==> src/rtl/fp_status_unit.sv <==
module fp_status_unit #(
  parameter int WORD_W = 32
) (
  input  logic              clk,
  input  logic              rst_n,
  input  logic              wr_en,
  input  logic [WORD_W-1:0] wr_data,
  input  logic [WORD_W-1:0] ctrl_word,
  input  logic              res_en,
  input  logic              res_sign,
  input  logic [2:0]        res_class,
  input  logic              fold_en,
  output logic [WORD_W-1:0] status_word,
  output logic              trap_req
);
  localparam int C_NEG  = 27;
  localparam int C_ZERO = 26;
  localparam int C_INF  = 25;
  localparam int C_NAN  = 24;

  localparam int X_BSUN = 15;
  localparam int X_SNAN = 14;
  localparam int X_OPER = 13;
  localparam int X_OVFL = 12;
  localparam int X_UNFL = 11;
  localparam int X_DZ   = 10;
  localparam int X_INXR = 9;
  localparam int X_INXO = 8;
  localparam int X_LO   = 8;
  localparam int X_HI   = 15;

  localparam int A_IOP  = 7;
  localparam int A_OVFL = 6;
  localparam int A_UNFL = 5;
  localparam int A_DZ   = 4;
  localparam int A_INEX = 3;

  localparam logic [2:0] CL_ZERO = 3'd1;
  localparam logic [2:0] CL_INF  = 3'd2;
  localparam logic [2:0] CL_QNAN = 3'd3;
  localparam logic [2:0] CL_SNAN = 3'd4;

  logic [WORD_W-1:0] sw_q, after_res, after_fold, sw_d;
  logic              trap_d;

  always_comb begin
    after_res = sw_q;
    if (res_en) begin
      after_res[C_NEG:C_NAN] = '0;
      after_res[C_NEG]       = res_sign;
      unique case (res_class)
        CL_ZERO: after_res[C_ZERO] = 1'b1;
        CL_INF:  after_res[C_INF]  = 1'b1;
        CL_QNAN: after_res[C_NAN]  = 1'b1;
        CL_SNAN: begin
          after_res[C_NAN]  = 1'b1;
          after_res[X_SNAN] = 1'b1;
        end
        default: ;
      endcase
    end
  end

  always_comb begin
    after_fold = after_res;
    if (fold_en) begin
      after_fold[A_IOP]  = after_res[A_IOP]  | after_res[X_BSUN] | after_res[X_SNAN] | after_res[X_OPER];
      after_fold[A_OVFL] = after_res[A_OVFL] | after_res[X_OVFL];
      after_fold[A_UNFL] = after_res[A_UNFL] | (after_res[X_UNFL] & after_res[X_INXR]);
      after_fold[A_DZ]   = after_res[A_DZ]   | after_res[X_DZ];
      after_fold[A_INEX] = after_res[A_INEX] | after_res[X_INXR] | after_res[X_INXO] | after_res[X_OVFL];
    end
  end

  assign sw_d   = wr_en ? wr_data : after_fold;
  assign trap_d = !wr_en && fold_en && |(after_fold[X_HI:X_LO] & ctrl_word[X_HI:X_LO]);

  always_ff @(posedge clk) begin
    if (!rst_n) begin
      sw_q     <= '0;
      trap_req <= 1'b0;
    end else begin
      sw_q     <= sw_d;
      trap_req <= trap_d;
    end
  end

  assign status_word = sw_q;
endmodule

==> config.mk <==
export PLATFORM = sky130hd
export DESIGN_NAME = fp_status_unit
export DESIGN_NICKNAME = d
export VERILOG_FILES = /design/src/rtl/fp_status_unit.sv
export SDC_FILE = /design/constraint.sdc
export NUM_CORES = 1
export LEC_CHECK = 0
export BUFFER_PORTS_ARGS = -buffer_cell sky130_fd_sc_hd__buf_2
export CAP_MARGIN = 20
export CORE_ASPECT_RATIO = 1.75
export CORE_UTILIZATION = 32
export CTS_BUF_LIST = sky130_fd_sc_hd__clkbuf_4
export DETAILED_ROUTE_END_ITERATION = 8
export GPL_TIMING_DRIVEN = 0
export HOLD_SLACK_MARGIN = 0.03
export PLACE_DENSITY = 0.67
export SLEW_MARGIN = 20
export SYNTH_ARGS = -nofsm -noshare
export SYNTH_HDL_FRONTEND = slang
export SYNTH_SLANG_ARGS = --single-unit
==> constraint.sdc <==
create_clock -name clk -period 1.89 [get_ports clk]
set_input_delay 0.0945 -clock clk [delete_from_list [all_inputs] [get_ports clk]]
set_output_delay 0.0945 -clock clk [all_outputs]
set_load 0.05 [all_outputs]
==> out/metrics.yaml <==
final_layout:
  stdcell_area_sq_um: 2117
  layout-drive-gt1-share: 0.3786
  area_growth_pct: 56.23
  diodes: 0
  fin_cells: 292
  final_nets: 315
route:
  dr_total_vias: 1378
  drt_iter0_markers: 16
  wire_per_inst_um: 12.93
  ant_nets: 0
  first_pass_iters: 4
  drc: 0
  via_per_inst: 4.719
  wl_um: 3777
grt:
  grt_pass1_vias: 1282
  grt_overflow: 0
  grt.total_usage: 0.1750
  antenna_found_initial: 0
  grt_max_degree: 11
  grt_first_pass_wirelength_um: 5761
floorplan:
  die_w_um: 51.19
  ios: 106
  fp.coreArea_sq_um: 4111
  fp.dieH_um: 88.09
  rows: 31
  start_util: 0.3296
  dieArea_sq_um: 4509
sta:
  finClkSkew_ns: 0.003173
  timing.setup.tns_ns: 0
  final_hold_viol_count: 0
  rsz0062_at_grt: "no"
  fin_hold_ws_ns: 0.03393
  max_slew_margin: 0.7219
  max_freq_mhz: 853.7
  postLayoutSetupSlackWorst_ns: 0.7186
  period_share: 0.6198
  finalSetupViolations: 0
  worst_slew_pin_slew_ns: 0.4171
  period_needed_ns: 1.171
  final_max_slew_viol_count: 0
logic_synthesis:
  yosysTopAreaCellShare: 0.4875
  synth_mux_area_frac: 0.1699
  syn_area_per_cell_sq_um: 10.42
  synth_top_family_by_area: "multiplexers"
  synthFlopType: "dfxtp_1"
  yosysTopAreaCell: "dfxtp_1"
  synth_xor_area_frac: 0
  synth.area.top_cells: "dfxtp_1 49%, mux2i_1 17%, nor2b_1 11%"
  ys_seq_area_frac: 0.4875
  yosys.area_share.simple: 0.1671
  synth_async_sr_flop_share: 0
  yosys-top-cells-count: "33 x dfxtp_1, 23 x mux2i_1, 23 x nor2b_1, 9 x o21ai_0, 8 x a21oi_1"
  synth_area_sq_um: 1355
  synth_most_common_cell: "dfxtp_1"
  synth_seq_cells: 33
  synth_enable_flop_cells: 0
  syn_inst: 130
  synthDistinctLibCells: 27
  syn_nets: 203
  synth_compound_area_frac: 0.1450
  synth_fa_ha_area_frac: 0
  synth.yosys.warnings: 0
worst_hold_path:
  min_path_type: "input port to flip-flop"
run_status:
  status: "finished, final reports clean"
clock_tree:
  clock_sinks: 33
  cts_root_buf: "clkbuf_4"
  cts_resized: 0
  path_clk_slew_ns: 0.10
  clk_path_buf_depth: 2
  numCtsBuffers: 5
  insertion_delay_ns: 0.33
  cts_tree: "built"
  htreeDepth: 2
worst_setup_path:
  endpoint_kind: "flip-flop"
  crit_path_start_kind: "flip-flop"
  required_ns: 2.11
  cp.arrival_ns: 1.40
  crit_type: "flip-flop to flip-flop"
  critical_path.max_fanout: 4
power:
  combPwrFrac: 0.270
  peakVddDrop_mv: 0.4859
  p_seq_frac: 0.494
  p_int_mw: 1.036
  p_per_area_nw_per_um2: 734.8
  clock_power_share: 0.236
  switching_share: 0.3339
  switching_power_uw: 519.5
  p_leak_nw: 1.063
placement:
  placed_cell_area_sq_um: 1817
  numPortBuffers: 80
  dp.cells: 259
  hpwl_um: 2618
  place_ws_ns: 0.7349
  gp_congestion: 0.8000
job:
  drv_cap: 0
-- layout make-up --
type                            count  area (sq um)
Fill cell                         419          1994
Sequential cell                    33         660.6
Multi-Input combinational cell     89         653.1
Timing Repair Buffer              105         650.6
Tap cell                           49         61.31
Clock buffer                        5         37.54
Buffer                              7         37.54
Clock inverter                      3         12.51
Inverter                            1         3.754
-- power groups by stage --
stage | combinational (mW) | clock, mW | sequential [mW]
3_3_place_gp | 0.377 | 0 | 0.783
2_1_floorplan | 0.107 | 0 | 0.934
3_5_place_dp | 0.382 | 0 | 0.783
5_1_grt | 0.448 | 0.416 | 0.774
6_report | 0.420 | 0.367 | 0.768
4_1_cts | 0.422 | 0.386 | 0.768
-- critical path, stage by stage (launching register included) --
cell     delay, ns
dfxtp_1       0.37
or4_1         0.53
nor3_2        0.11
nor3_1        0.06
-- stage by stage --
step                      total power, mW    util
after floorplan                     1.040       -
after global placement              1.160  0.4419
after detailed placement            1.165  0.4419
after CTS                           1.575  0.5149
after global routing                1.638  0.5149
final                               1.556  0.5149
-- repair_timing --
item | 4_1_cts | 5_1_grt
hold buffers | 25 | 0
setup buffers | 0 | 0
endpoints found under the hold margin | 25 | 0
-- layer usage --
metal / share of wire / GRT usage / routed length, um / vias up
li1: - / - / - / 690
met1: 0.39 / 0.1824 / 1481 / 620
met2: 0.53 / 0.3242 / 2005 / 61
met3: 0.060 / 0.04514 / 225 / 7
met4: 0.017 / 0.06818 / 65 / 0
met5: 0 / 0 / 0 / -
-- sequential cells by signal, indices dropped and copies added, names as in the netlist --
signal and cells:
trap_req 1, status_word 32
-- worst paths after layout --
check             startpoint              to  slack [ns]  depth (start not counted)
min reg2reg   status_word[1]  status_word[1]        0.52                          2
max          status_word[13]  status_word[7]        0.72                          3
min               wr_data[4]  status_word[4]        0.03                          3
max reg2reg  status_word[13]  status_word[7]        0.72                          3
-- placed cells by master (no fill, tap or decap), drive strengths merged, types with 4 or more instances in the layout --
| cell type | netlist | layout |
|---|---|---|
| a21oi | 8 | 8 |
| buf | 4 | 84 |
| clkbuf | 3 | 8 |
| dfxtp | 33 | 33 |
| dlygate4sd3 | 0 | 25 |
| mux2i | 23 | 23 |
| nand2 | 4 | 4 |
| nor2b | 23 | 23 |
| o21ai | 9 | 9 |
-- cell families after synthesis --
| group | count (synthesis) |
|---|---|
| simple gates | 36 |
| flops | 33 |
| compound gates | 30 |
| mux | 23 |
| buf+inv | 8 |
No activity file was read; power rests on OpenSTA's default activity.
